### src/rtl/rxq_pkg.sv
package rxq_pkg;
  // descriptor word byte offsets
  localparam logic [31:0] OFF_BUF     = 32'd0;
  localparam logic [31:0] OFF_NEXT_LO = 32'd8;
  localparam logic [31:0] OFF_NEXT_HI = 32'd12;
  localparam logic [31:0] OFF_COUNT   = 32'd16;
  localparam logic [31:0] OFF_STAT    = 32'd20;

  // status word bit positions
  localparam int B_EOF    = 0;
  localparam int B_SOF    = 1;
  localparam int B_SHORT  = 4;
  localparam int B_BAD    = 8;
  localparam int B_MAXLEN = 11;
  localparam int B_CRC    = 12;
  localparam int B_OWN    = 15;
  localparam int B_LAST   = 31;

  // register interface
  localparam logic [1:0] SEL_CTRL = 2'd0;
  localparam logic [1:0] SEL_PLO  = 2'd1;
  localparam logic [1:0] SEL_PHI  = 2'd2;
  localparam logic [1:0] SEL_EOQ  = 2'd3;
  localparam int B_GO    = 15;
  localparam int B_QEN   = 0;
  localparam int B_VALID = 31;
  localparam int B_EOQ   = 0;

  // width of the size and count fields
  localparam int LEN_W = 16;

  typedef enum logic [2:0] {
    ST_IDLE,
    ST_FETCH,
    ST_NOOWN,
    ST_FILL,
    ST_CNT,
    ST_STAT
  } rxq_state_e;
endpackage

### src/rtl/rxq_regs.sv
module rxq_regs
  import rxq_pkg::*;
(
  input  logic        clk,
  input  logic        rst,
  input  logic        we,
  input  logic [1:0]  sel,
  input  logic [31:0] wdata,
  input  logic        idle,
  input  logic        eoq_set,
  output logic        enable,
  output logic        armed,
  output logic [31:0] start_ptr,
  output logic        eoq
);
  logic [31:0] ptr_lo;

  always_ff @(posedge clk) begin
    if (rst) begin
      enable    <= 1'b0;
      armed     <= 1'b0;
      start_ptr <= '0;
      ptr_lo    <= '0;
      eoq       <= 1'b0;
    end else begin
      if (we && sel == SEL_CTRL)
        enable <= wdata[B_GO] & wdata[B_QEN];
      if (we && sel == SEL_PLO)
        ptr_lo <= wdata;
      if (we && sel == SEL_PHI && wdata[B_VALID] && idle) begin
        start_ptr <= ptr_lo;
        armed     <= 1'b1;
      end
      if (eoq_set)
        armed <= 1'b0;
      if (we && sel == SEL_EOQ && wdata[B_EOQ])
        eoq <= 1'b0;
      if (eoq_set)
        eoq <= 1'b1;
    end
  end

  AST_ARM_WHEN_IDLE: assert property (@(posedge clk) disable iff (rst)
    $rose(armed) |-> $past(idle));
  AST_EOQ_STICKY: assert property (@(posedge clk) disable iff (rst)
    (eoq && !(we && sel == SEL_EOQ && wdata[B_EOQ])) |=> eoq);
endmodule

### src/rtl/rxq_packer.sv
module rxq_packer
  import rxq_pkg::*;
#(
  parameter int MIN_LEN = 60
)(
  input  logic             clk,
  input  logic             rst,
  input  logic             clr,
  input  logic             take,
  input  logic [7:0]       data,
  input  logic             last,
  input  logic             err,
  input  logic [LEN_W-1:0] limit,
  input  logic             wr_ack,
  output logic             pend,
  output logic [31:0]      word,
  output logic [LEN_W-1:0] off,
  output logic             done,
  output logic [LEN_W-1:0] count,
  output logic             f_trunc,
  output logic             f_crc,
  output logic             f_short
);
  localparam logic [LEN_W-1:0] SHORT_LIM = LEN_W'(MIN_LEN - 1);
  localparam logic [LEN_W-1:0] LEN_MAX   = '1;

  logic [31:0]      acc, nacc;
  logic [LEN_W-1:0] total;
  logic             flush;

  always_comb begin
    nacc = acc;
    nacc[8*count[1:0] +: 8] = data;
  end

  assign flush = (count[1:0] == 2'd3) || last || (count + 1'b1 == limit);

  always_ff @(posedge clk) begin
    if (rst || clr) begin
      acc     <= '0;
      total   <= '0;
      count   <= '0;
      pend    <= 1'b0;
      word    <= '0;
      off     <= '0;
      done    <= 1'b0;
      f_trunc <= 1'b0;
      f_crc   <= 1'b0;
      f_short <= 1'b0;
    end else begin
      if (wr_ack)
        pend <= 1'b0;
      if (take) begin
        if (err)
          f_crc <= 1'b1;
        if (total != LEN_MAX)
          total <= total + 1'b1;
        if (count < limit) begin
          count <= count + 1'b1;
          if (flush) begin
            pend <= 1'b1;
            word <= nacc;
            off  <= {count[LEN_W-1:2], 2'b00};
            acc  <= '0;
          end else begin
            acc <= nacc;
          end
        end else begin
          f_trunc <= 1'b1;
        end
        if (last) begin
          done    <= 1'b1;
          f_short <= (total < SHORT_LIM);
        end
      end
    end
  end

  AST_WORD_HELD: assert property (@(posedge clk) disable iff (rst)
    (pend && !wr_ack && !clr) |=> (pend && $stable(word) && $stable(off)));
  AST_STORE_LIMIT: assert property (@(posedge clk) disable iff (rst)
    (take && !clr && count >= limit) |=> (count == $past(count)));
endmodule

### src/rtl/rxq_ctrl.sv
module rxq_ctrl
  import rxq_pkg::*;
#(
  parameter int CNT_W = 16
)(
  input  logic             clk,
  input  logic             rst,
  input  logic             enable,
  input  logic             armed,
  input  logic [31:0]      start_ptr,
  output logic             eoq_set,
  output logic             idle,
  output logic             mem_req,
  output logic             mem_we,
  output logic [31:0]      mem_addr,
  output logic [31:0]      mem_wdata,
  input  logic [31:0]      mem_rdata,
  input  logic             mem_ack,
  input  logic             in_valid,
  input  logic             in_last,
  output logic             in_ready,
  output logic             pk_clr,
  output logic             pk_take,
  output logic             pk_ack,
  output logic [LEN_W-1:0] buf_size,
  input  logic             pk_pend,
  input  logic [31:0]      pk_word,
  input  logic [LEN_W-1:0] pk_off,
  input  logic             pk_done,
  input  logic [LEN_W-1:0] pk_count,
  input  logic             pk_trunc,
  input  logic             pk_crc,
  input  logic             pk_short,
  output logic [CNT_W-1:0] overrun_count
);
  localparam logic [CNT_W-1:0] OVR_MAX = '1;

  rxq_state_e  state;
  logic [1:0]  step;
  logic [31:0] cur_ptr, buf_addr, next_ptr;
  logic        last_flag, mid_frame, take, done_ack;
  logic [31:0] fetch_off, stat_word;

  always_comb begin
    case (state)
      ST_IDLE, ST_NOOWN: in_ready = 1'b1;
      ST_FILL:           in_ready = !pk_pend && !pk_done;
      default:           in_ready = 1'b0;
    endcase
  end

  always_comb begin
    case (step)
      2'd0:    fetch_off = OFF_STAT;
      2'd1:    fetch_off = OFF_BUF;
      2'd2:    fetch_off = OFF_NEXT_LO;
      default: fetch_off = OFF_NEXT_HI;
    endcase
  end

  always_comb begin
    stat_word = {buf_size, {LEN_W{1'b0}}};
    stat_word[B_EOF]    = 1'b1;
    stat_word[B_SOF]    = 1'b1;
    stat_word[B_SHORT]  = pk_short;
    stat_word[B_MAXLEN] = pk_trunc;
    stat_word[B_CRC]    = pk_crc;
    stat_word[B_BAD]    = pk_short | pk_trunc | pk_crc;
  end

  assign take     = in_valid && in_ready;
  assign pk_take  = take && (state == ST_FILL);
  assign pk_clr   = (state == ST_FETCH);
  assign pk_ack   = (state == ST_FILL) && mem_req && mem_ack;
  assign done_ack = (state == ST_STAT) && mem_req && mem_ack;
  assign eoq_set  = done_ack && last_flag;
  assign idle     = (state == ST_IDLE);

  always_ff @(posedge clk) begin
    if (rst) begin
      state         <= ST_IDLE;
      step          <= 2'd0;
      cur_ptr       <= '0;
      buf_addr      <= '0;
      next_ptr      <= '0;
      buf_size      <= '0;
      last_flag     <= 1'b0;
      mid_frame     <= 1'b0;
      mem_req       <= 1'b0;
      mem_we        <= 1'b0;
      mem_addr      <= '0;
      mem_wdata     <= '0;
      overrun_count <= '0;
    end else begin
      if (take)
        mid_frame <= !in_last;
      if (take && in_last && (state == ST_IDLE || state == ST_NOOWN) &&
          overrun_count != OVR_MAX)
        overrun_count <= overrun_count + 1'b1;

      case (state)
        ST_IDLE: begin
          if (enable && armed && !mid_frame && !take) begin
            cur_ptr <= start_ptr;
            step    <= 2'd0;
            state   <= ST_FETCH;
          end
        end
        ST_FETCH: begin
          if (mem_req) begin
            if (mem_ack) begin
              mem_req <= 1'b0;
              case (step)
                2'd0: begin
                  buf_size <= mem_rdata[31:16];
                  if (mem_rdata[B_OWN]) step <= 2'd1;
                  else                  state <= ST_NOOWN;
                end
                2'd1: begin buf_addr <= mem_rdata; step <= 2'd2; end
                2'd2: begin next_ptr <= mem_rdata; step <= 2'd3; end
                default: begin
                  last_flag <= mem_rdata[B_LAST];
                  state     <= ST_FILL;
                end
              endcase
            end
          end else begin
            mem_req  <= 1'b1;
            mem_we   <= 1'b0;
            mem_addr <= cur_ptr + fetch_off;
          end
        end
        ST_NOOWN: begin
          if (take && in_last) begin
            step  <= 2'd0;
            state <= ST_FETCH;
          end
        end
        ST_FILL: begin
          if (mem_req) begin
            if (mem_ack) mem_req <= 1'b0;
          end else if (pk_pend) begin
            mem_req   <= 1'b1;
            mem_we    <= 1'b1;
            mem_addr  <= buf_addr + 32'(pk_off);
            mem_wdata <= pk_word;
          end else if (pk_done) begin
            state <= ST_CNT;
          end
        end
        ST_CNT: begin
          if (mem_req) begin
            if (mem_ack) begin
              mem_req <= 1'b0;
              state   <= ST_STAT;
            end
          end else begin
            mem_req   <= 1'b1;
            mem_we    <= 1'b1;
            mem_addr  <= cur_ptr + OFF_COUNT;
            mem_wdata <= {{(32-LEN_W){1'b0}}, pk_count};
          end
        end
        ST_STAT: begin
          if (mem_req) begin
            if (mem_ack) begin
              mem_req <= 1'b0;
              if (last_flag) begin
                state <= ST_IDLE;
              end else begin
                cur_ptr <= next_ptr;
                step    <= 2'd0;
                state   <= ST_FETCH;
              end
            end
          end else begin
            mem_req   <= 1'b1;
            mem_we    <= 1'b1;
            mem_addr  <= cur_ptr + OFF_STAT;
            mem_wdata <= stat_word;
          end
        end
        default: state <= ST_IDLE;
      endcase
    end
  end

  AST_REQ_HELD: assert property (@(posedge clk) disable iff (rst)
    (mem_req && !mem_ack) |=> (mem_req && $stable(mem_we) && $stable(mem_addr) &&
                               $stable(mem_wdata)));
  AST_NO_WRITE_UNOWNED: assert property (@(posedge clk) disable iff (rst)
    (state == ST_NOOWN) |-> !mem_req);
endmodule

### src/rtl/rxq_ring_engine.sv
module rxq_ring_engine
  import rxq_pkg::*;
#(
  parameter int MIN_LEN = 60,
  parameter int CNT_W   = 16
)(
  input  logic             clk,
  input  logic             rst,
  input  logic             reg_we,
  input  logic [1:0]       reg_sel,
  input  logic [31:0]      reg_wdata,
  output logic             eoq,
  output logic [CNT_W-1:0] overrun_count,
  output logic             mem_req,
  output logic             mem_we,
  output logic [31:0]      mem_addr,
  output logic [31:0]      mem_wdata,
  input  logic [31:0]      mem_rdata,
  input  logic             mem_ack,
  input  logic             in_valid,
  input  logic [7:0]       in_data,
  input  logic             in_last,
  input  logic             in_err,
  output logic             in_ready
);
  logic             enable, armed, eoq_set, idle;
  logic [31:0]      start_ptr;
  logic             pk_clr, pk_take, pk_ack, pk_pend, pk_done;
  logic             pk_trunc, pk_crc, pk_short;
  logic [LEN_W-1:0] buf_size, pk_off, pk_count;
  logic [31:0]      pk_word;

  rxq_regs u_regs (
    .clk(clk), .rst(rst), .we(reg_we), .sel(reg_sel), .wdata(reg_wdata),
    .idle(idle), .eoq_set(eoq_set), .enable(enable), .armed(armed),
    .start_ptr(start_ptr), .eoq(eoq)
  );

  rxq_packer #(.MIN_LEN(MIN_LEN)) u_pack (
    .clk(clk), .rst(rst), .clr(pk_clr), .take(pk_take), .data(in_data),
    .last(in_last), .err(in_err), .limit(buf_size), .wr_ack(pk_ack),
    .pend(pk_pend), .word(pk_word), .off(pk_off), .done(pk_done),
    .count(pk_count), .f_trunc(pk_trunc), .f_crc(pk_crc), .f_short(pk_short)
  );

  rxq_ctrl #(.CNT_W(CNT_W)) u_ctrl (
    .clk(clk), .rst(rst), .enable(enable), .armed(armed), .start_ptr(start_ptr),
    .eoq_set(eoq_set), .idle(idle), .mem_req(mem_req), .mem_we(mem_we),
    .mem_addr(mem_addr), .mem_wdata(mem_wdata), .mem_rdata(mem_rdata),
    .mem_ack(mem_ack), .in_valid(in_valid), .in_last(in_last),
    .in_ready(in_ready), .pk_clr(pk_clr), .pk_take(pk_take), .pk_ack(pk_ack),
    .buf_size(buf_size), .pk_pend(pk_pend), .pk_word(pk_word), .pk_off(pk_off),
    .pk_done(pk_done), .pk_count(pk_count), .pk_trunc(pk_trunc),
    .pk_crc(pk_crc), .pk_short(pk_short), .overrun_count(overrun_count)
  );
endmodule

### config.mk
export PLATFORM = sky130hd
export DESIGN_NAME = rxq_ring_engine
export DESIGN_NICKNAME = d
export VERILOG_FILES = /design/src/rtl/rxq_pkg.sv /design/src/rtl/rxq_regs.sv /design/src/rtl/rxq_packer.sv /design/src/rtl/rxq_ctrl.sv /design/src/rtl/rxq_ring_engine.sv
export SDC_FILE = /design/constraint.sdc
export NUM_CORES = 1
export LEC_CHECK = 0
export BUFFER_PORTS_ARGS = -buffer_cell sky130_fd_sc_hd__buf_4
export CAP_MARGIN = 20
export CORE_MARGIN = 2
export CORE_UTILIZATION = 45
export CTS_CLUSTER_SIZE = 25
export DETAILED_ROUTE_END_ITERATION = 8
export GPL_TIMING_DRIVEN = 0
export PLACE_DENSITY = 0.6
export SKIP_CTS_REPAIR_TIMING = 1
export SLEW_MARGIN = 30
export SYNTH_ARGS = -nofsm -noshare
export SYNTH_HDL_FRONTEND = slang
export SYNTH_SLANG_ARGS = --single-unit
### constraint.sdc
create_clock -name clk -period 5.3 [get_ports clk]
set_clock_uncertainty 0.15 [all_clocks]
set_input_delay 0.53 -clock clk [delete_from_list [all_inputs] [get_ports clk]]
set_output_delay 0.53 -clock clk [all_outputs]
set_load 0.02 [all_outputs]
# Word level (Yosys, flattened, before mapping)
# Index checks and enable logic that the tools add are counted.
dict set report classes {
  addsub 8
  order_cmp 2
  n_eq_ne 35
  shift 2
  mux 61
  bitwise 5
  n_reduce_logical 62
}
# op count
set op_table {}
lappend op_table {{two-way mux 32 bit} 14}
lappend op_table {{case mux 32 bit (4 select lines)} 1}
lappend op_table {{case mux 32 bit (3 select lines)} 1}
lappend op_table {{adder 32 x 5 -> 32 bit, second input constant} 2}
lappend op_table {{case mux 32 bit (2 select lines)} 1}
lappend op_table {{adder 16 x 1 -> 16 bit, second input constant} 3}
lappend op_table {{two-way mux 3 bit} 12}
lappend op_table {{negation 5 -> 34 bit} 1}
lappend op_table {{variable shift 8 x 34 -> 32 bit, first input constant} 1}
lappend op_table {{variable part select 8 x 34 -> 32 bit} 1}
lappend op_table {{adder 32 x 16 -> 32 bit} 1}
lappend op_table {{adder 32 x 5 -> 32 bit} 1}
lappend op_table {{bitwise mux 32 bit} 1}
lappend op_table {{inequality test 16 bit, second input constant} 2}
lappend op_table {{inequality test 2 bit, second input constant} 13}
lappend op_table {{logical AND 1 bit} 21}
lappend op_table {{case mux 3 bit (6 select lines)} 1}
lappend op_table {{equality test 16 bit} 1}
lappend op_table {{less-than comparator 16 bit} 1}
lappend op_table {{less-than comparator 16 x 6 -> 1 bit, second input constant} 1}
lappend op_table {{two-way mux 2 bit} 8}
lappend op_table {{AND reduction 4 bit} 4}
lappend op_table {{two-way mux 1 bit} 15}
lappend op_table {{case mux 5 bit (3 select lines)} 1}
lappend op_table {{other kinds (31)} 67}
dict set report totals {
  ff_bits 383
  out_inout_bits 84
  word_cells 203
}

# Logic depth before layout (Yosys ltp)
# Gate-level depths: netlist of the first run.
dict set report depth {
  word_depth 8
  depth_mapped 16
}

# Hierarchy
# A second synthesis of the first run with hierarchy kept.
dict set report hier_totals {
  hier_cells 2520
  area_unflattened_um2 19912.8
}
# mod instances cells_each area_per_inst_um2 seq_area_each_um2
set modules_own_cells {}
lappend modules_own_cells {rxq_ctrl 1 1427 10882.9 4023.9}
lappend modules_own_cells {rxq_packer 1 799 6248.5 2302.2}
lappend modules_own_cells {rxq_regs 1 294 2781.4 1341.3}

# Worst setup path after synthesis of the first run
# No wires, ideal clock.
dict set report synth_timing {
  path_kind {register -> register}
  from {reg u_ctrl.state[0]}
  to {reg u_ctrl.mem_addr[30]}
  arrival_ns 3.148
  setup_slack_ns 1.901
  stages_incl_launch_ff 16
  path_buffers 3
  period_less_slack_ns 3.399
  cell_sequence {dfxtp_1 > clkbuf_1 > clkbuf_1 > nand2_1 > clkbuf_1 > nand2_1 > ha_1 > fa_1 > a21oi_1 > nor3_1 > nand3_1 > nor2_1 > xor2_1 > a221oi_1 > or3_1 > o41ai_1}
}
dict set report synth_via {
  elab_chain_cells 3
  word_cells_on_any_way 12
  classes_between {eq/ne: 9; mux: 1; reduce/logical: 2}
}
# element line_no
set synth_lines {}
lappend synth_lines {{start, declared} rxq_ctrl.sv:38} ;# rxq_state_e state;
lappend synth_lines {{start signal, assigned} rxq_ctrl.sv:81} ;# state <= ST_IDLE;
lappend synth_lines {{start signal, assigned} rxq_ctrl.sv:106} ;# state <= ST_FETCH;
lappend synth_lines {{start signal, assigned} rxq_ctrl.sv:117} ;# else state <= ST_NOOWN;
lappend synth_lines {{equality test 3 x 1 -> 1 bit, or another cell as far along} rxq_ctrl.sv:101} ;# case (state)
lappend synth_lines {{inequality test 2 bit (no line) / nonzero test 4 bit (equally long branches)} -}
lappend synth_lines {{AND reduction 6 bit (no line)} -}
lappend synth_lines {{end signal, assigned} rxq_ctrl.sv:130} ;# mem_addr <= cur_ptr + fetch_off;
lappend synth_lines {{end signal, assigned} rxq_ctrl.sv:145} ;# mem_addr <= buf_addr + 32'(pk_off);
lappend synth_lines {{end signal, assigned} rxq_ctrl.sv:160} ;# mem_addr <= cur_ptr + OFF_COUNT;
lappend synth_lines {{end, declared} rxq_ctrl.sv:15} ;# output logic [31:0] mem_addr,
# Several ways; a longest one is shown, not always the timed one.
# A chain may end at the register's enable or synchronous reset.

# Worst setup path in the final report of the first run
dict set report layout_timing {
  from {reg u_ctrl.state[0]}
  to {reg u_ctrl.mem_addr[23]}
}
# Same word-level chain as after synthesis.

==> results of run 1 <==
## stage by stage
step / std cells / setup slack (ps)
2_1_floorplan: 2369 / 1900
3_3_place_gp: 3064 / 334
3_5_place_dp: 3064 / 313
4_1_cts: 3141 / 286
5_1_grt: 3141 / 36.2
6_report: 3141 / 296
## final timing paths
path	cells after the start	slack, ps	to	startpoint
worst max register to register	14	300	u_ctrl.mem_addr[23]	u_ctrl.state[0]
worst min register to register	2	300	u_regs.start_ptr[8]	u_regs.ptr_lo[8]
worst min-delay path	3	40	u_regs.ptr_lo[22]	reg_wdata[22]
worst max-delay path	14	300	u_ctrl.mem_addr[23]	u_ctrl.state[0]
## logic make-up (layout without fill, tap and decap cells)
| family | Yosys count | in the layout | synth area share, % |
|---|---|---|---|
| buffers and inverters | 234 | 474 | 5.19 |
| XOR/XNOR | 76 | 76 | 3.61 |
| multiplexers | 53 | 53 | 2.87 |
| AO/OA/AOI/OAI | 561 | 561 | 19.2 |
| flip-flops | 383 | 383 | 41.5 |
| adder cells (fa/ha/maj) | 49 | 49 | 3.40 |
| AND/OR/NAND/NOR | 1013 | 1013 | 24.2 |
## worst reg2reg max path: cells and delay by family (launching register included)
family | cells | cell delay [ps]
simple gates | 3 | 600
fa+ha+maj | 1 | 330
compound gates | 7 | 2310
flops | 1 | 350
buf+inv | 3 | 1200
## cells in the final DEF, fill, tap and decap left out, drive strengths merged, types with 28 or more instances in the layout
cell	netlist	routed
a211oi	36	36
a21oi	226	226
a22oi	35	35
a311oi	44	44
buf	23	186
clkbuf	145	204
dfxtp	383	383
ha	47	47
inv	66	67
mux2i	53	53
nand2	453	453
nand3	81	81
nand4	28	28
nor2	261	261
nor3	54	54
o21ai	99	99
xnor2	40	40
xor2	36	36
## layer usage
| layer | routed length [um] | share of wire, % | vias to the layer above | track usage, % |
|---|---|---|---|---|
| li1 | - | - | 8675 | - |
| met1 | 30100 | 45 | 8562 | 45.7 |
| met2 | 28600 | 42 | 806 | 45.8 |
| met3 | 6490 | 9.6 | 119 | 6.13 |
| met4 | 2300 | 3.4 | 2 | 11.9 |
| met5 | 12 | 0.018 | - | 0 |
## where the power goes
part           internal [mW]  switching (mW)  total (mW)  leakage [nW]
Clock                   1.98            1.26        3.24         0.760
Sequential              2.89         0.00733        2.90          3.09
Combinational         0.0625           0.139       0.201          3.77
Total                   4.93            1.41        6.34          7.62
## sequential cells by signal (all words and copies together), names as in the netlist, 32 cells and up
signal / flops
u_pack.word: 32
u_ctrl.mem_wdata: 32
u_ctrl.mem_addr: 32
u_pack.acc: 32
u_ctrl.buf_addr: 32
u_ctrl.cur_ptr: 32
u_ctrl.next_ptr: 32
u_regs.ptr_lo: 32
u_regs.start_ptr: 32
## cell type report
| type | count | area share [%] |
|---|---|---|
| timing repair buffer | 163 | 5.59 |
| inverter | 66 | 1.13 |
| multi-input combinational | 1752 | 45.0 |
| clock inverter | 18 | 1.19 |
| clock buffer | 59 | 5.83 |
| sequential | 383 | 35.0 |
| buffer | 168 | 3.25 |
| tap | 532 | 3.04 |
==> results_dict.tcl, run 1 <==
set metrics [dict create \
    final_cell_area_um2 21900 \
    hold_ws_ps 43.1 \
    synth_fp_nets 2499 \
    hpwlAfterDp_um 51800 \
    startpoint_type "flop" \
    grt_first_pass_wirelength_um 100000 \
    cp_max_fo 10 \
    antenna_found_initial 1 \
    hold_violations 0 \
    post_drt_wl_per_cell_um 21.5 \
    yosysTopAreaCellShare_pct 41.5 \
    max-vdd-ir-drop_uv 251 \
    nNetsFinal 2707 \
    cp_data_required_time_ps 5660 \
    netlist_area_um2 18500 \
    die_area_um2 42700 \
    end_kind "flop" \
    yosys.area.top_type "dfxtp_1" \
    drt_iter0_markers 1818 \
    antenna_left 0 \
    nFillCells 3972 \
    hp-class "in2reg" \
    yosysUniqueCellTypes 78 \
    grt_use_total_pct 31.5 \
    synth-edff-count 0 \
    areaGrowthSynthToFinish_pct 18.7 \
    fin_setup_tns_ps 0 \
    drt_pre_antenna_iters 6 \
    vias_per_cell 5.78 \
    synth_flop_cell "dfxtp_1" \
    ios 165 \
    rows 74 \
    tightest_slew_ps 1010 \
    fin_util_pct 53.9 \
    yosysWarnings 0 \
    path_cells "clkbuf_1 -> clkbuf_1 -> nand2_1 -> clkbuf_1 -> o21a_1 -> ha_1 -> a21o_1 -> a21oi_1 -> nor4_4 -> a21oi_1 -> nor4_1 -> a211oi_1 -> a311oi_1 -> a21oi_1" \
    regArea_um2 7670 \
    ys_seq_area_share_pct 41.5 \
    wirelength_um 67500 \
    overflow 0 \
    drive_gt1_share_pct 10.5 \
    core_um2 40600 \
    setup_viol 0 \
    final.period_utilization_pct 94.4 \
    yosys-top-cells-count "nand2_1 (453), dfxtp_1 (383), nor2_1 (261), a21oi_1 (226), clkbuf_1 (145)" \
    grt_pass1_vias 16543 \
    antenna_cells 0 \
    arrival_ps 5370 \
    root_buffer "clkbuf_16" \
    cts_made_buffers 43 \
    placed_area_um2 20400 \
    die_w_um 207 \
    worst-path-buf-inv 3 \
    synthTopCellsByArea "dfxtp_1 (42%), nand2_1 (9.2%), a21oi_1 (6.1%), nor2_1 (5.3%), ha_1 (3.2%)" \
    yosys.cell_count.top_type "nand2_1" \
    gp_congestion 0.946 \
    grt_max_degree 15 \
    clk_latency_ps 590 \
    vias 18164 \
    slowest_delay_ps 790 \
    fin_total_pwr_mw 6.34 \
    htree_levels 2 \
    place.port_buffers 163 \
    drc_errors 0 \
    clock_path_buffers 3 \
    rsz0062_at_grt "no" \
    status "completed" \
    syn_inst 2369 \
    async_flop_share_pct 0 \
    report.final.slew_viol_count 0 \
    avgSynthCellArea_um2 7.79 \
    cap_violations 0 \
    ys_seq_elements 383 \
    pwr_density_cell_nw_per_um2 289 \
    crit_family "compound AO/OA/AOI/OAI gates" \
    fp.dieH_um 207 \
    slew_headroom_pct 32.5 \
    fmax_mhz 200 \
    cts.sinks 383 \
    multi_input_area_um2 9850 \
    floorplan.initialDensity_pct 45.4 \
    setup.worst_path.class "reg2reg" \
    clk_pin_slew_ps 60 \
    period_minus_slack_ps 5000 \
    worst_path_max_delay_cell "a21oi_1" \
    p_leak_nw 7.62 \
    cts_tree "done" \
]
(Power assumes the default switching activity.)
==> inputs of run 2 (changes only) <==
SYNTH_HIERARCHICAL = 1   (was unset)
==> results_dict.tcl, run 2 <==
set metrics [dict create \
    yosys.cell_count.top_type "nand2_1" \
    floorplan.initialDensity_pct 45.3 \
    ios 165 \
    nNetsFinal 2865 \
    startpoint_type "flop" \
    setup_viol 0 \
    synth_top_family_by_area "simple AND/OR/NAND/NOR gates" \
    nFillCells 4346 \
    drive_gt1_share_pct 12.5 \
    p_int_mw 5.57 \
    power.net_switching_mw 2.62 \
    hold_ws_ps 60.9 \
    hold_violations 0 \
    cts.sinks 383 \
    cp_max_fo 10 \
    fin_total_pwr_mw 8.18 \
    power.share.switching_pct 32.0 \
    fin_util_pct 53.1 \
    fin_setup_tns_ps 0 \
    grt_pass1_vias 17857 \
    gp_congestion 0.961 \
    report.final.slew_viol_count 0 \
    hp-class "in2reg" \
    end_kind "flop" \
    vias 19040 \
    yosysUniqueCellTypes 91 \
    wirelength_um 67700 \
    antenna_found_initial 1 \
    cts_tree "done" \
    cp-endpoint "u_pack/off[12]" \
    cap_violations 0 \
    clkPwrFrac_pct 37.6 \
    placed_cells 3277 \
    setup.worst_path.class "reg2reg" \
    async_flop_share_pct 0 \
    crit_start "u_ctrl/state[2]" \
    synth_xor_area_share_pct 4.12 \
    clk_latency_ps 570 \
    yosysWarnings 6 \
    r2r_slack_ps 600 \
    yosys.area.top_type "dfxtp_1" \
    yosys-top-cells-count "nand2_1 (502), dfxtp_1 (383), nor2_1 (234), a21oi_1 (205), nand3_1 (132)" \
    p_comb_share_pct 23.1 \
    die_w_um 214 \
    fp.dieH_um 214 \
    r2r_end "u_pack/off[12]" \
    syn_inst 2520 \
    synthTopCellsByArea "dfxtp_1 (39%), nand2_1 (9.5%), a21oi_1 (5.2%), nor2_1 (4.4%), mux2i_1 (4.3%)" \
    grt_use_total_pct 28.5 \
    fmax_mhz 213 \
    synth_flop_cell "dfxtp_1" \
    pwr_density_cell_nw_per_um2 351 \
    ys_seq_elements 383 \
    tightest_slew_ps 1080 \
    r2r_start "u_ctrl/state[2]" \
    layout_commonest_cell "nand2_1" \
    cp_data_required_time_ps 5630 \
    post_drt_wl_per_cell_um 20.2 \
    path_cells "buf_4 -> buf_2 -> or3_1 -> clkbuf_1 -> clkbuf_8 -> nor2_1 -> clkbuf_1 -> nand4b_1 -> nor4_1 -> a21o_1 -> buf_4 -> buf_8 -> mux2i_1" \
    root_buffer "clkbuf_16" \
    synth-simple-area-share_pct 25.7 \
    slowest_delay_ps 680 \
    antenna_cells 0 \
    drt_iter0_markers 1463 \
    htree_levels 2 \
    clock_path_buffers 3 \
    core_um2 43900 \
    vias_per_cell 5.68 \
    synth_fa_ha_area_share_pct 3.41 \
    antenna_left 0 \
    rr_worst_depth 13 \
    drc_errors 0 \
    p_leak_nw 8.31 \
    arrival_ps 5030 \
    ys_seq_area_share_pct 38.5 \
    final.period_utilization_pct 88.7 \
    worst_path_max_delay_cell "nor4_1" \
    synth-edff-count 0 \
    grt_max_degree 14 \
    synth_mux_area_share_pct 4.32 \
    layoutNonFillerInstCount 3350 \
    cts_made_buffers 44 \
    slew_headroom_pct 27.4 \
    netlist_area_um2 19900 \
    clk_pin_slew_ps 60 \
    grt_first_pass_wirelength_um 103000 \
    synth_compound_area_share_pct 17.7 \
    areaGrowthSynthToFinish_pct 17.3 \
    pwr-share-seq_pct 39.3 \
    die_area_um2 46000 \
    period_minus_slack_ps 4700 \
    yosysTopAreaCellShare_pct 38.5 \
    max-vdd-ir-drop_uv 260 \
    rsz0062_at_grt "no" \
    status "completed" \
    final_cell_mix "nand2_1 (502), dfxtp_1 (383), nor2_1 (234)" \
    rows 77 \
    hpwlAfterDp_um 52600 \
    place.port_buffers 164 \
    drt_pre_antenna_iters 6 \
    avgSynthCellArea_um2 7.90 \
    overflow 0 \
]
[run 2: cell types whose count changed after synthesis, sizes merged, moves of 25 or more]
cell	delta
mux2i	+33
nor2	-25
nand3	+55
nand2	+49
buf	+35
o21a	+28
a22oi	-27
clkbuf	-28
nand2b	+62
[run 2: worst max-delay path, delay by kind of cell, from the launching register on]
| kind | cells | cell delay, ps |
|---|---|---|
| mux | 1 | 200 |
| buf+inv | 7 | 1870 |
| flops | 1 | 300 |
| compound gates | 1 | 200 |
| simple gates | 4 | 1870 |
[run 2: worst min-delay path by stage]
stage	start	depth (start not counted)	endpoint	slack (ps)
finish	reg_wdata[12]	3	u_regs/ptr_lo[12]	60
global placement	u_pack/word[1]	2	u_pack/word[1]	290
CTS	reg_wdata[4]	3	u_regs/ptr_lo[4]	40
global route	reg_wdata[21]	3	u_regs/ptr_lo[21]	60
detailed placement	u_ctrl/next_ptr[31]	2	u_ctrl/next_ptr[31]	300
floorplan	u_pack/word[11]	2	u_pack/word[11]	280
[run 2: cell families after synthesis]
family          after synthesis
fa+ha+maj                    53
flops                       383
xor+xnor                     92
mux                          86
simple gates               1119
buf+inv                     248
compound gates              538
other cells                   1
[run 2: final cells by class]
class | count | area (um2) | area share, %
timing repair buffer | 164 | 1230 | 5.27
tap | 592 | 741 | 3.17
buffer | 176 | 971 | 4.16
clock buffer | 63 | 1290 | 5.54
multi-input combinational | 1890 | 11000 | 47.2
clock inverter | 10 | 155 | 0.664
inverter | 72 | 270 | 1.16
sequential | 383 | 7670 | 32.8
[run 2: metal layers]
| metal | GRT usage (%) | share of wire (%) | vias to the layer above |
|---|---|---|---|
| met1 | 37.2 | 43 | 9074 |
| met4 | 10.9 | 3.7 | 0 |
| li1 | - | - | 9140 |
| met5 | 0 | 0 | - |
| met2 | 48.3 | 47 | 701 |
| met3 | 3.38 | 6.3 | 125 |
[run 2: power groups by stage]
stage          logic [mW]  clock network, mW  registers [mW]
2_1_floorplan        1.00                  0            3.38
3_3_place_gp         1.83                  0            3.27
3_5_place_dp         1.86                  0            3.27
4_1_cts              1.86               3.14            3.21
5_1_grt              2.03               3.25            3.23
6_report             1.89               3.08            3.22
[run 2: through the flow]
stage | cell area [um2] | worst slack [ps]
6_report | 23300 | 597
5_1_grt | 23300 | 426
4_1_cts | 23300 | 714
3_5_place_dp | 21900 | 742
3_3_place_gp | 21900 | 804
2_1_floorplan | 19900 | 1970
==> inputs of run 3 (changes only) <==
CELL_PAD_IN_SITES_DETAIL_PLACEMENT = 1   (was unset)
CELL_PAD_IN_SITES_GLOBAL_PLACEMENT = 2   (was unset)
CORE_UTILIZATION = 39   (was 45)
PLACE_DENSITY = 0.83   (was 0.6)
==> results_dict.tcl, run 3 (same netlist as run 2, synthesis figures left out) <==
set metrics [dict create \
    status "completed" \
    areaGrowthSynthToFinish_pct 18.1 \
    clk_pin_slew_ps 60 \
    p_comb_share_pct 23.1 \
    wirelength_um 77500 \
    hp-class "in2reg" \
    final.period_utilization_pct 93.5 \
    power.net_switching_mw 2.77 \
    nNetsFinal 2867 \
    clk_latency_ps 590 \
    drt_iter0_markers 1164 \
    slew_headroom_pct 31.6 \
    grt_use_met1_pct 36.0 \
    met2_usage_pct 51.0 \
    cts_made_buffers 46 \
    grt_use_total_pct 28.8 \
    cap_violations 0 \
    p_int_mw 5.61 \
    vias 19121 \
    grt_first_pass_wirelength_um 118000 \
    drc_errors 0 \
    rsz0062_at_grt "no" \
    worst_path_max_delay_cell "nor4_1" \
    layoutNonFillerInstCount 3438 \
    startpoint_type "flop" \
    end_kind "flop" \
    fin_total_pwr_mw 8.39 \
    hpwlAfterDp_um 60800 \
    hold_violations 0 \
    clkPwrFrac_pct 38.2 \
    cp_max_fo 10 \
    setup.worst_path.class "reg2reg" \
    p_leak_nw 8.35 \
    fin_setup_tns_ps 0 \
    pwr-share-seq_pct 38.7 \
    cts.sinks 383 \
    clock_path_buffers 3 \
    fmax_mhz 202 \
    post_drt_wl_per_cell_um 22.5 \
    die_area_um2 52900 \
    slowest_delay_ps 710 \
    crit_family "buffers and inverters" \
    pwr_density_cell_nw_per_um2 356 \
    period_minus_slack_ps 4960 \
    drive_gt1_share_pct 12.7 \
    worst-path-buf-inv 7 \
    placed_cells 3357 \
    drt_pre_antenna_iters 5 \
    path_cells "buf_4 -> buf_2 -> or3_1 -> clkbuf_1 -> clkbuf_8 -> nor2_1 -> clkbuf_1 -> nand4b_1 -> nor4_1 -> a21o_1 -> buf_4 -> buf_8 -> mux2i_1" \
    final_cell_mix "nand2_1 (502), dfxtp_1 (383), nor2_1 (234)" \
    overflow 0 \
    core_um2 50300 \
    tightest_slew_ps 1010 \
    grt_pass1_vias 19909 \
    max-vdd-ir-drop_uv 262 \
    grt_max_degree 12 \
    floorplan.initialDensity_pct 39.6 \
    cp_data_required_time_ps 5670 \
    ios 165 \
    cts_tree "done" \
    die_w_um 230 \
    htree_levels 2 \
    rows 82 \
    setup_viol 0 \
    gp_congestion 0.910 \
    antenna_found_initial 1 \
    layout_commonest_cell "nand2_1" \
    arrival_ps 5320 \
    root_buffer "clkbuf_16" \
    use_met3_pct 3.06 \
    fp.dieH_um 230 \
    vias_per_cell 5.56 \
    report.final.slew_viol_count 0 \
    antenna_left 0 \
    power.share.switching_pct 33.1 \
    grt-busiest-layer "met2" \
    place.port_buffers 164 \
]
[run 3: cell count changes in the layout (fill, tap and decap cells not counted), moves of 2 or more]
| cell | before | now |
|---|---|---|
| clkbuf_1 | 115 | 119 |
| clkinv_2 | 4 | 6 |
| nor3_2 | 2 | 4 |
| nor3_1 | 39 | 37 |
| clkbuf_16 | 45 | 47 |
[run 3: routing by layer]
layer / part of all wire [%] / routed length, um / vias up
met5: 0.017 / 13 / -
met1: 44 / 33900 / 9445
li1: - / - / 9152
met2: 49 / 38100 / 398
met3: 3.6 / 2750 / 124
met4: 3.5 / 2730 / 2
[run 3: area by class of cell]
cell class | count | area, um2
well taps | 672 | 841
flip-flops and latches | 383 | 7670
plain buffers | 176 | 970
diodes | 1 | 2.50
multi-input cells | 1890 | 11000
fillers | 6181 | 26800
clock inverters | 11 | 136
inverters | 72 | 270
clock buffers | 69 | 1370
repair buffers | 164 | 1230
[run 3: power by group through the flow]
stage	Clock [mW]	Combinational [mW]	Sequential (mW)
global placement	0	1.87	3.29
detailed placement	0	1.92	3.29
floorplan	0	1.00	3.38
global route	3.39	2.08	3.25
finish	3.20	1.94	3.24
CTS	3.28	1.92	3.23
[run 3: final timing paths]
path | slack [ps] | cells past startpoint | startpoint | endpoint
setup reg to reg | 340 | 13 | u_ctrl/state[2] | u_pack/word[19]
hold reg to reg | 310 | 2 | u_ctrl/next_ptr[3] | u_ctrl/next_ptr[3]
hold / removal | 50 | 3 | reg_wdata[2] | u_regs/ptr_lo[2]
setup / recovery | 340 | 13 | u_ctrl/state[2] | u_pack/word[19]
[run 3: stage by stage]
| stage | cell area [um2] | setup WS [ps] | hold slack [ps] | utilization, % |
|---|---|---|---|---|
| final | 23500 | 344 | 47.7 | 46.8 |
| after CTS | 23500 | 476 | 19.3 | 46.8 |
| after global placement | 22000 | 622 | 294 | 43.7 |
| after global routing | 23500 | 261 | 52.5 | 46.8 |
| after detailed placement | 22000 | 486 | 301 | 43.8 |
| after floorplan | 19900 | 1970 | 285 | - |
[run 3: worst min-delay path, cell delays in order]
cell and delay (ps):
buf_4 110, nand2_1 50, a21oi_1 50
